<file path="src/rtl/serdes_pwr_pkg.sv">
package serdes_pwr_pkg;
  localparam int unsigned RDW = 16;
  localparam int unsigned RAW = 5;

  localparam logic [RAW-1:0] CFG_OFS = 5'h0B;
  localparam logic [RAW-1:0] STS_OFS = 5'h05;

  localparam logic [RDW-1:0] CLK_BIT = 16'h0001;
  localparam logic [RDW-1:0] RST_BIT = 16'h0004;
  localparam int unsigned    PWR_LSB = 4;
  localparam logic [RDW-1:0] PWR_FLD = 16'h0007 << PWR_LSB;
  localparam logic [RDW-1:0] PWR_P0  = 16'h0000 << PWR_LSB;
  localparam logic [RDW-1:0] PWR_P3  = 16'h0003 << PWR_LSB;

  typedef enum logic [2:0] {
    ST_IDLE, ST_RD_CFG, ST_WR_CFG, ST_RD_STS, ST_WAIT, ST_DONE
  } state_e;

  // step index + 1 is the reported error code
  typedef enum logic [2:0] {
    STEP_CLK_REQ  = 3'd0,
    STEP_LANE_RST = 3'd1,
    STEP_PWR_P0   = 3'd2,
    STEP_PWR_P3   = 3'd3,
    STEP_CLK_REL  = 3'd4,
    STEP_RST_REL  = 3'd5
  } step_e;

  typedef struct packed {
    logic [RDW-1:0] mask;
    logic [RDW-1:0] val;
  } field_t;

  function automatic field_t step_field(step_e s);
    field_t f;
    case (s)
      STEP_CLK_REQ:  f = '{mask: CLK_BIT, val: CLK_BIT};
      STEP_LANE_RST: f = '{mask: RST_BIT, val: RST_BIT};
      STEP_PWR_P0:   f = '{mask: PWR_FLD, val: PWR_P0};
      STEP_PWR_P3:   f = '{mask: PWR_FLD, val: PWR_P3};
      STEP_CLK_REL:  f = '{mask: CLK_BIT, val: '0};
      STEP_RST_REL:  f = '{mask: RST_BIT, val: '0};
      default:       f = '{mask: '0, val: '0};
    endcase
    return f;
  endfunction
endpackage

</file>
<file path="src/rtl/serdes_step_unit.sv">
module serdes_step_unit
  import serdes_pwr_pkg::*;
(
  input  step_e          step_i,
  input  logic [RDW-1:0] rd_i,
  output logic [RDW-1:0] cfg_wr_o,
  output logic           sts_ok_o
);
  field_t fld;

  always_comb begin
    fld      = step_field(step_i);
    cfg_wr_o = (rd_i & ~fld.mask) | (fld.val & fld.mask);
    sts_ok_o = ((rd_i ^ fld.val) & fld.mask) == '0;
  end
endmodule

</file>
<file path="src/rtl/serdes_retry_cnt.sv">
module serdes_retry_cnt #(
  parameter int unsigned MAX_TRIES = 10
) (
  input  logic clk_i,
  input  logic rst_ni,
  input  logic clr_i,
  input  logic inc_i,
  output logic last_o
);
  localparam int unsigned CW = $clog2(MAX_TRIES + 1);

  logic [CW-1:0] cnt_q;

  always_ff @(posedge clk_i or negedge rst_ni) begin
    if (!rst_ni)    cnt_q <= '0;
    else if (clr_i) cnt_q <= '0;
    else if (inc_i) cnt_q <= cnt_q + 1'b1;
  end

  // high while the read in flight is the final permitted one
  assign last_o = (cnt_q == CW'(MAX_TRIES - 1));
endmodule

</file>
<file path="src/rtl/serdes_delay_timer.sv">
module serdes_delay_timer #(
  parameter int unsigned CYCLES = 400
) (
  input  logic clk_i,
  input  logic rst_ni,
  input  logic start_i,
  output logic expired_o
);
  localparam int unsigned CW = $clog2(CYCLES + 1);

  logic [CW-1:0] cnt_q;

  always_ff @(posedge clk_i or negedge rst_ni) begin
    if (!rst_ni)             cnt_q <= '0;
    else if (start_i)        cnt_q <= CW'(CYCLES);
    else if (cnt_q != '0)    cnt_q <= cnt_q - 1'b1;
  end

  assign expired_o = (cnt_q == CW'(1));
endmodule

</file>
<file path="src/rtl/serdes_pwr_seq.sv">
module serdes_pwr_seq
  import serdes_pwr_pkg::*;
#(
  parameter int unsigned CLK_FREQ_HZ = 50_000_000,
  parameter int unsigned POLL_GAP_US = 8,
  parameter int unsigned MAX_POLLS   = 10
) (
  input  logic        clk_i,
  input  logic        rst_ni,
  input  logic        up_cmd_i,
  input  logic        down_cmd_i,
  input  logic [4:0]  phy_addr_i,
  output logic        acc_req_o,
  output logic        acc_we_o,
  output logic [4:0]  acc_phy_o,
  output logic [4:0]  acc_reg_o,
  output logic [15:0] acc_wdata_o,
  input  logic        acc_ack_i,
  input  logic [15:0] acc_rdata_i,
  output logic        busy_o,
  output logic        done_o,
  output logic        err_o,
  output logic [2:0]  err_step_o
);
  localparam int unsigned GAP_RAW   = (CLK_FREQ_HZ / 1000) * POLL_GAP_US / 1000;
  localparam int unsigned DELAY_CYC = (GAP_RAW < 1) ? 1 : GAP_RAW;

  state_e         state_q;
  step_e          step_q, last_q;
  logic [RAW-1:0] addr_q;
  logic [RDW-1:0] wdata_q;
  logic           err_q;
  logic [2:0]     err_step_q;

  logic [RDW-1:0] cfg_wr;
  logic           sts_ok;
  logic           poll_last;
  logic           timer_exp;
  logic           sts_ack, poll_miss, poll_retry, wr_ack;

  serdes_step_unit u_step (
    .step_i   (step_q),
    .rd_i     (acc_rdata_i),
    .cfg_wr_o (cfg_wr),
    .sts_ok_o (sts_ok)
  );

  assign sts_ack    = (state_q == ST_RD_STS) && acc_ack_i;
  assign poll_miss  = sts_ack && !sts_ok;
  assign poll_retry = poll_miss && !poll_last;
  assign wr_ack     = (state_q == ST_WR_CFG) && acc_ack_i;

  serdes_retry_cnt #(.MAX_TRIES(MAX_POLLS)) u_retry (
    .clk_i  (clk_i),
    .rst_ni (rst_ni),
    .clr_i  (wr_ack),
    .inc_i  (poll_retry),
    .last_o (poll_last)
  );

  serdes_delay_timer #(.CYCLES(DELAY_CYC)) u_gap (
    .clk_i     (clk_i),
    .rst_ni    (rst_ni),
    .start_i   (poll_retry),
    .expired_o (timer_exp)
  );

  always_ff @(posedge clk_i or negedge rst_ni) begin
    if (!rst_ni) begin
      state_q    <= ST_IDLE;
      step_q     <= STEP_CLK_REQ;
      last_q     <= STEP_PWR_P0;
      addr_q     <= '0;
      wdata_q    <= '0;
      err_q      <= 1'b0;
      err_step_q <= '0;
    end else begin
      case (state_q)
        ST_IDLE: begin
          if (up_cmd_i || down_cmd_i) begin
            err_q      <= 1'b0;
            err_step_q <= '0;
            addr_q     <= phy_addr_i;
            step_q     <= up_cmd_i ? STEP_CLK_REQ : STEP_PWR_P3;
            last_q     <= up_cmd_i ? STEP_PWR_P0  : STEP_RST_REL;
            state_q    <= (phy_addr_i == '0) ? ST_DONE : ST_RD_CFG;
          end
        end
        ST_RD_CFG: begin
          if (acc_ack_i) begin
            wdata_q <= cfg_wr;
            state_q <= ST_WR_CFG;
          end
        end
        ST_WR_CFG: begin
          if (acc_ack_i) state_q <= ST_RD_STS;
        end
        ST_RD_STS: begin
          if (acc_ack_i) begin
            if (sts_ok) begin
              if (step_q == last_q) state_q <= ST_DONE;
              else begin
                step_q  <= step_e'(step_q + 3'd1);
                state_q <= ST_RD_CFG;
              end
            end else if (poll_last) begin
              err_q      <= 1'b1;
              err_step_q <= step_q + 3'd1;
              state_q    <= ST_DONE;
            end else begin
              state_q <= ST_WAIT;
            end
          end
        end
        ST_WAIT: begin
          if (timer_exp) state_q <= ST_RD_STS;
        end
        ST_DONE: state_q <= ST_IDLE;
        default: state_q <= ST_IDLE;
      endcase
    end
  end

  always_comb begin
    acc_req_o   = (state_q == ST_RD_CFG) || (state_q == ST_WR_CFG) || (state_q == ST_RD_STS);
    acc_we_o    = (state_q == ST_WR_CFG);
    acc_reg_o   = (state_q == ST_RD_STS) ? STS_OFS : CFG_OFS;
    acc_phy_o   = addr_q;
    acc_wdata_o = wdata_q;
  end

  assign busy_o     = (state_q != ST_IDLE);
  assign done_o     = (state_q == ST_DONE);
  assign err_o      = err_q;
  assign err_step_o = err_step_q;
endmodule

</file>
<file path="config.mk">
export PLATFORM = sky130hd
export DESIGN_NAME = serdes_pwr_seq
export DESIGN_NICKNAME = d
export VERILOG_FILES = /design/src/rtl/serdes_pwr_pkg.sv /design/src/rtl/serdes_step_unit.sv /design/src/rtl/serdes_retry_cnt.sv /design/src/rtl/serdes_delay_timer.sv /design/src/rtl/serdes_pwr_seq.sv
export SDC_FILE = /design/constraint.sdc
export NUM_CORES = 1
export LEC_CHECK = 0
export ABC_AREA = 1
export BUFFER_PORTS_ARGS = -buffer_cell sky130_fd_sc_hd__buf_2
export CAP_MARGIN = 20
export CELL_PAD_IN_SITES_DETAIL_PLACEMENT = 1
export CELL_PAD_IN_SITES_GLOBAL_PLACEMENT = 2
export CORE_MARGIN = 4
export CORE_UTILIZATION = 34
export DETAILED_ROUTE_END_ITERATION = 8
export GPL_ROUTABILITY_DRIVEN = 0
export PLACE_DENSITY_LB_ADDON = 0.05
export SYNTH_ARGS = -nofsm -noshare
export SYNTH_HDL_FRONTEND = slang
export SYNTH_SLANG_ARGS = --single-unit
export TNS_END_PERCENT = 10
</file>
<file path="constraint.sdc">
create_clock -name clk_i -period 2.85 [get_ports clk_i]
set_input_delay 0.4275 -clock clk_i [delete_from_list [all_inputs] [get_ports clk_i]]
set_output_delay 0.4275 -clock clk_i [all_outputs]
set_load 0.01 [all_outputs]
</file>
# After elaboration in Yosys (flattened, before gate mapping)
# Cells that the tools add are included.
# totals
inputBits,26
ff_bits,47
# op_classes
bitwise,6
addsub,3
n_eq_ne,22
reduce_logical,23
mux,33
# ops
op,n
case mux 23 bit (6 select lines),1
2-to-1 mux 3 bit,17
AND 16 x 7 -> 16 bit,2
2-to-1 mux 9 bit,2
AND 16 bit,1
zero test 16 bit,1
!= test 2 bit (second input constant),8
NOT 7 -> 16 bit,1
bitwise OR 16 bit,1
XOR 16 bit,1
case mux 3 bit (5 select lines),1
AND reduction 5 bit,3
equality test 3 x 2 -> 1 bit (second input constant),4
equality test 3 bit (second input constant),4
2-to-1 mux 4 bit,3
case mux 3 bit (2 select lines),2
equality test 9 x 1 -> 1 bit (second input constant),1
nonzero test 9 bit,1
subtractor 9 x 1 -> 9 bit (second input constant),1
equality test 3 x 1 -> 1 bit (second input constant),2
zero test 3 bit,2
nonzero test 2 bit,3
zero test 5 bit,1
2-to-1 mux 1 bit,5
12 further kinds,19

# Depth between registers and ports, before layout
# Gate-level depths: netlist (run 1).
# depth
ltp_word,10
mapped_depth,13
depth_no_buf,12

# By module
# A second synthesis (run 1) with hierarchy kept.
# unflattened
hier_cells,347
hier_area_um2,2696.3
# modules_own_cells
module,cells_each,n_inst,area_per_inst_um2
serdes_pwr_seq,202,1,1682.9
serdes_delay_timer,76,1,561.8
serdes_step_unit,42,1,226.5
serdes_retry_cnt,27,1,225.2

# Worst setup path before layout (run 1)
# Ideal clock, no wire load.
# synth_timing
kind,register to register
startpoint,reg step_q[0]
endpoint,reg u_gap.cnt_q[2]
setup_ns,0.115
required_time_ns,2.735
n_path_buf,1
arrival_time_ns,1.432
stages_incl_launch_ff,12
path_slack_ns,1.303
path_cell_list,dfrtp_1 -> ha_1 -> ha_1 -> nand2_1 -> nand2_1 -> nand3_1 -> nand2_1 -> nand2_2 -> nand3_4 -> buf_6 -> nand3_1 -> inv_1
# synth_between
elab_chain_cells,9
# synth_rtl
element,line_no,source
start: declaration,serdes_pwr_seq.sv:29,"step_e step_q, last_q;"
start signal: assignment,serdes_pwr_seq.sv:84,step_q <= up_cmd_i ? STEP_CLK_REQ : STEP_PWR_P3;
start signal: assignment,serdes_pwr_seq.sv:103,step_q <= step_e'(step_q + 3'd1);
"equality test 3 bit, or another cell as far along",serdes_pwr_pkg.sv:36,case (s)
case mux 23 bit (6 select lines) (*),serdes_pwr_pkg.sv:36,
XOR 16 bit,serdes_step_unit.sv:14,sts_ok_o = ((rd_i ^ fld.val) & fld.mask) == '0;
AND 16 x 7 -> 16 bit (*),serdes_step_unit.sv:14,
zero test 16 bit (*),serdes_step_unit.sv:14,
zero test 1 bit (*),serdes_pwr_seq.sv:49,assign poll_miss = sts_ack && !sts_ok;
logical AND 1 bit (*),serdes_pwr_seq.sv:49,
logical AND 1 bit (*),serdes_pwr_seq.sv:50,assign poll_retry = poll_miss && !poll_last;
2-to-1 mux 9 bit or nonzero test 2 bit (tied branches),--,
end signal: assignment,serdes_delay_timer.sv:15,else if (start_i) cnt_q <= CW'(CYCLES);
end signal: assignment,serdes_delay_timer.sv:16,else if (cnt_q != '0) cnt_q <= cnt_q - 1'b1;
end: declaration,serdes_delay_timer.sv:11,logic [CW-1:0] cnt_q;
# Every way passes the cells marked *; elsewhere a longest branch is shown, timed or not.
# A chain may end at the register's enable or synchronous reset.

# Final worst setup path (run 1)
# layout_timing
startpoint,reg state_q[1]
endpoint,out busy_o
# layout_between
elab_chain_cells,1
# layout_rtl
element,line_no,source
start: declaration,serdes_pwr_seq.sv:28,state_e state_q;
start signal: assignment,serdes_pwr_seq.sv:86,state_q <= (phy_addr_i == '0) ? ST_DONE : ST_RD_CFG;
nonzero test 3 bit,serdes_pwr_seq.sv:132,assign busy_o = (state_q != ST_IDLE);
end: declaration,serdes_pwr_seq.sv:20,"output logic busy_o,"
# Every way passes these cells.

==> flow_metrics.env, run 1 <==
export IMPL_status="complete, no violations"
export IMPL_io_buffers=57
export IMPL_drive_above_1_share=0.282
export IMPL_postLayoutCellArea_um2=2980
export IMPL_grt_remaining_overflow=0
export IMPL_p_leak_nw=1.57
export IMPL_dpl_cell_area_um2=2860
export IMPL_cts_hold_buf=0
export IMPL_wl_per_cell_um=12.9
export IMPL_drtIter0Drc=33
export IMPL_post_route_min_period_ps=1910
export IMPL_via_count=2025
export IMPL_ir_drop_v=0.000176
export IMPL_start_kind="flip-flop"
export IMPL_cts_tree="built"
export IMPL_htree_levels=2
export IMPL_numClockSinks=46
export IMPL_fin_nets=378
export IMPL_ys_warn_count=0
export IMPL_clock_latency_ps=300
export IMPL_period_share=0.669
export IMPL_fp_dieW_um=93.5
export IMPL_n_fill_cell=858
export IMPL_antenna_found_initial=0
export IMPL_die_area_um2=8750
export IMPL_crit_arrival_ps=1480
export IMPL_ctsResizeCount=0
export IMPL_cp_max_fo=5
export IMPL_coreArea_um2=6940
export IMPL_setup_tns_final_ps=0
export IMPL_slew_viol_final=0
export IMPL_grt_pass1_wl_mm=9.65
export IMPL_final_hold_violation_count=0
export IMPL_synth_seq_area_share=0.463
export IMPL_start_util=0.358
export IMPL_finalSetupViolCount=0
export IMPL_die_h_um=93.5
export IMPL_drt_total_wl_mm=5.67
export IMPL_rows=30
export IMPL_fmax_mhz=524
export IMPL_dpl_hpwl_mm=4.36
export IMPL_maxCapViolCount=0
export IMPL_rsz0062_at_grt="no"
export IMPL_drc=0
export IMPL_cts_buffers=5
export IMPL_syn_avg_cell_area_um2=8.76
export IMPL_postCtsSetupRepairBufs=0
export IMPL_cts_root_buf="clkbuf_8"
export IMPL_synthDistinctLibCells=33
export IMPL_holdCritPathClass="primary input to async pin"
export IMPL_grt_pass1_vias=2033
export IMPL_path_clk_slew_ps=100
export IMPL_grtUsageTotal=0.138
export IMPL_first_pass_iters=4
export IMPL_ios=60
export IMPL_synth_seq_cells=46
export IMPL_netlist_instances=284
export IMPL_syn2layout_area_growth_pct=19.8
export IMPL_grt_start_max_net_pins=26
export IMPL_end_kind="primary output"
export IMPL_critPathKind="flip-flop to primary output"
export IMPL_detail_route_antenna_nets=0
export IMPL_tightest_slew_ps=832
export IMPL_viasPerCell=4.60
export IMPL_clock_skew_ps=6.66
export IMPL_cellPowerDensity_nw_per_um2=423
export IMPL_cp_required_ps=2420
export IMPL_syn_num_nets=319
export IMPL_relSlewSlack=0.441
export IMPL_synthesis_area_um2=2490
export IMPL_clk_path_buf_depth=2
export IMPL_n_antenna_cell=0
[per-layer routing]
layer  track usage  up-vias  share of wire
li1              -     1018              -
met4        0.0397        0          0.012
met3        0.0322        6          0.046
met2         0.222       49           0.44
met1         0.186      952           0.50
met5             0        -              0
[cell type report]
class / instances / area (µm²) / area share
clock inverter: 3 / 48.8 / 0.0164
multi-input combinational: 194 / 1150 / 0.385
inverter: 37 / 141 / 0.0474
sequential: 46 / 1150 / 0.387
clock buffer: 5 / 68.8 / 0.0231
timing repair buffer: 59 / 300 / 0.101
tap: 96 / 120 / 0.0403
[report_power, final]
part | switching, mW | internal [mW]
logic | 0.0448 | 0.0335
registers | 0.00573 | 0.664
clock network | 0.245 | 0.267
[kinds of logic (layout without fill, tap and decap cells)]
group                      count (synthesis)  in the layout  share of synthesized area
xor gates and xnor gates                   9              9                     0.0317
other                                      2              2                    0.00302
muxes                                     12             12                     0.0543
buffers and inverters                     44            104                     0.0785
AOI/OAI and AO/OA                         33             33                     0.0825
and+or+nand+nor                          129            129                      0.241
DFF                                       46             46                      0.463
adders and majority gates                  9              9                     0.0453
[cells in the final DEF (no fill, tap or decap), drive strengths merged, types with 7 or more instances in the layout]
cell type	netlist	layout
nand2	71	71
buf	7	59
dfrtp	45	45
inv	37	38
nor2	27	27
o21ai	22	22
nand3	19	19
mux2	12	12
ha	9	9
a21oi	7	7
[worst paths after layout]
check                                    startpoint                           end  slack [ps]  cells past startpoint
setup / recovery             state_q[1]$_DFFE_PN0P_                        busy_o         940                      5
hold / removal                               rst_ni     err_step_o[1]$_DFFE_PN0P_         100                      1
setup reg to reg              step_q[2]$_DFFE_PN0P_  u_retry.cnt_q[3]$_DFFE_PN0P_        1010                     11
hold reg to reg            acc_phy_o[2]$_DFFE_PN0P_      acc_phy_o[2]$_DFFE_PN0P_         490                      2
max in group asynchronous                    rst_ni    acc_wdata_o[4]$_DFFE_PN0P_        2020                      2
min in group clk_i                    phy_addr_i[2]      acc_phy_o[2]$_DFFE_PN0P_         320                      3
[state kept, by name, summed over array words and instances, names as in the netlist]
signal and count:
step_q 3, err_step_o 3, err_o 1, u_gap.cnt_q 9, last_q 2, acc_wdata_o 16
state_q 3, acc_phy_o 5, u_retry.cnt_q 4
[synth_stat cells]
cell,n,area share
inv_4,1,0.0025
nand3_4,2,0.014
mux2_2,12,0.054
nor2_1,24,0.036
dfrtp_1,45,0.45
buf_6,1,0.0045
nand2_2,2,0.0050
o21ai_4,2,0.013
inv_2,1,0.0015
nor3_1,4,0.0080
nor2_8,1,0.0080
buf_2,1,0.0020
nor2_2,2,0.0050
a21oi_1,6,0.012
ha_1,9,0.045
dfstp_2,1,0.011
nand2_1,69,0.10
xnor2_1,4,0.014
xor2_1,5,0.018
a31oi_1,3,0.0075
o21ai_2,2,0.0070
nand3_2,2,0.0080
nor4_2,1,0.0050
o21a_1,1,0.0030
conb_1,2,0.0030
or2_1,1,0.0025
nand3_1,15,0.030
buf_4,5,0.015
nand4_1,6,0.015
o21ai_1,3,0.0060
inv_1,35,0.053
a21oi_2,1,0.0035
o21ai_0,15,0.030
[per-stage QoR]
stage          power [mW]  hold WS, ps  setup WS [ps]  cells  utilization
6_report             1.26         99.9            942    440        0.429
5_1_grt              1.33          144            791    440        0.429
4_1_cts              1.29          116            910    440        0.429
3_5_place_dp        0.764          467            971    432        0.412
3_3_place_gp        0.763          455            966    432        0.412
2_1_floorplan       0.715          132           1300    284            -
[critical path: stages, from the launching register on]
cell and delay, ps:
dfrtp_1 470, inv_1 120, nand2_1 110, nor2_2 230, inv_1 100, buf_2 150
No activity file was read; power rests on OpenSTA's default activity.
==> inputs of run 2 (changes only) <==
- CORE_UTILIZATION: 34 -> 31
- clock period: 2.85 -> 1.9 ns (I/O delays scaled with it)
==> run 2 against run 1 <==
Compared with the run above:
- critical path depth unchanged
- clock skew fell by 0.69 ps
- largest cell class is now multi-input gates
- clock power increased by 73%
- flip-flop and latch count stayed put
- sequential share of layout area down 0.76 points
- routed wire length rose by 5.4%
- design area rose by 2.0%
==> flow_metrics.env, run 2 (synthesized netlist as in run 1, its figures left out) <==
export IMPL_via_count=2021
export IMPL_drive_above_1_share=0.292
export IMPL_postCtsSetupRepairBufs=0
export IMPL_period_share=0.917
export IMPL_clock_skew_ps=5.98
export IMPL_layout_commonest_cell="nand2_1"
export IMPL_place_ws_ps=150
export IMPL_grt_pass1_wl_mm=10.4
export IMPL_n_antenna_cell=0
export IMPL_p_leak_nw=1.59
export IMPL_startpoint="state_q[1]$_DFFE_PN0P_"
export IMPL_path_clk_slew_ps=90
export IMPL_rows=32
export IMPL_critPathKind="flip-flop to primary output"
export IMPL_cts_root_buf="clkbuf_8"
export IMPL_drc=0
export IMPL_die_area_um2=9520
export IMPL_power_mw=2.01
export IMPL_fmax_mhz=574
export IMPL_drt_total_wl_mm=5.98
export IMPL_cp_required_ps=1620
export IMPL_fin_nets=380
export IMPL_cts_tree="built"
export IMPL_coreArea_um2=7770
export IMPL_drtIter0Drc=44
export IMPL_relSlewSlack=0.584
export IMPL_r2r_end="step_q[2]$_DFFE_PN0P_"
export IMPL_dpl_hpwl_mm=4.42
export IMPL_syn2layout_area_growth_pct=22.2
export IMPL_dpl_cell_area_um2=2880
export IMPL_end_kind="primary output"
export IMPL_setup_tns_final_ps=0
export IMPL_cp_max_fo=5
export IMPL_clk_path_buf_depth=2
export IMPL_final_cell_mix="68 x nand2_1, 57 x buf_2, 45 x dfrtp_1"
export IMPL_rsz0062_at_grt="no"
export IMPL_setup_ws_ps=157
export IMPL_grtUsageTotal=0.131
export IMPL_antenna_found_initial=0
export IMPL_finalSetupViolCount=0
export IMPL_grt_pass1_vias=2160
export IMPL_cts_buffers=5
export IMPL_viasPerCell=4.51
export IMPL_clock_latency_ps=300
export IMPL_crit_path_end="busy_o"
export IMPL_largest_reg_flops=16
export IMPL_tightest_slew_ps=624
export IMPL_first_pass_iters=4
export IMPL_post_route_min_period_ps=1740
export IMPL_final_hold_violation_count=0
export IMPL_holdCritPathClass="primary input to async pin"
export IMPL_ir_drop_v=0.000255
export IMPL_grt_remaining_overflow=0
export IMPL_grt_start_max_net_pins=47
export IMPL_wl_per_cell_um=13.3
export IMPL_r2r_slack_ps=180
export IMPL_cts_hold_buf=0
export IMPL_start_util=0.320
export IMPL_start_kind="flip-flop"
export IMPL_worstReg2RegStart="step_q[1]$_DFFE_PN0P_"
export IMPL_slew_viol_final=0
export IMPL_cellPowerDensity_nw_per_um2=662
export IMPL_whs_ps=73.3
export IMPL_maxCapViolCount=0
export IMPL_crit_arrival_ps=1460
export IMPL_die_h_um=97.6
export IMPL_fp_dieW_um=97.6
export IMPL_status="complete, no violations"
export IMPL_htree_levels=2
export IMPL_numClockSinks=46
export IMPL_ios=60
export IMPL_io_buffers=57
export IMPL_ff2ff_path_depth=10
export IMPL_postLayoutCellArea_um2=3040
export IMPL_detail_route_antenna_nets=0
==> run 2: cell types whose count changed in the layout (fill, tap and decap cells not counted), sizes merged <==
cell / change
buf: +1
bufinv: +1
clkinv: +1
clkinvlp: -1
inv: -1
nand3: +1
==> run 2: worst min-delay path by stage <==
stage,end,slack (ps)
after floorplan,acc_phy_o[0]$_DFFE_PN0P_,-10
after global placement,acc_wdata_o[0]$_DFFE_PN0P_,430
after detailed placement,acc_wdata_o[0]$_DFFE_PN0P_,430
after CTS,acc_wdata_o[13]$_DFFE_PN0P_,100
after global routing,acc_wdata_o[0]$_DFFE_PN0P_,140
final,acc_wdata_o[0]$_DFFE_PN0P_,70
==> run 2: power by group <==
group | leakage [nW] | total (mW) | switching (mW) | internal (mW)
clock | 0.0683 | 0.886 | 0.358 | 0.527
sequential | 0.565 | 1.01 | 0.00890 | 0.997
combinational | 0.954 | 0.121 | 0.0699 | 0.0508
==> run 2: final cells by class <==
type                       instances  area, µm²
fill                             960       4730
inverter                          37        141
clock buffer                       5       68.8
sequential                        46       1150
tap                              102        128
multi-input combinational        195       1170
timing repair buffer              60        308
clock inverter                     3       68.8
==> run 2: per-stage QoR <==
stage	utilization	std cells
4_1_cts	0.388	447
2_1_floorplan	-	284
3_3_place_gp	0.370	439
6_report	0.391	448
5_1_grt	0.391	448
3_5_place_dp	0.370	439
==> run 2: timing repair <==
| action | CTS | global route |
|---|---|---|
| hold endpoints to repair | 0 | 0 |
| endpoints found under the setup margin | 0 | 9 |
| resized for setup | 0 | 4 |
==> run 2: worst max-delay path, cell delays in order, from the launching register on <==
cell,delay (ps)
dfrtp_1,470
inv_1,130
nand2_1,110
nor2_2,220
inv_1,80
buf_2,150
==> run 2: per-layer routing <==
layer	wire length, µm	GRT usage
met1	2910	0.169
met2	2660	0.215
met3	340	0.0388
met4	68	0.0319
met5	0	0
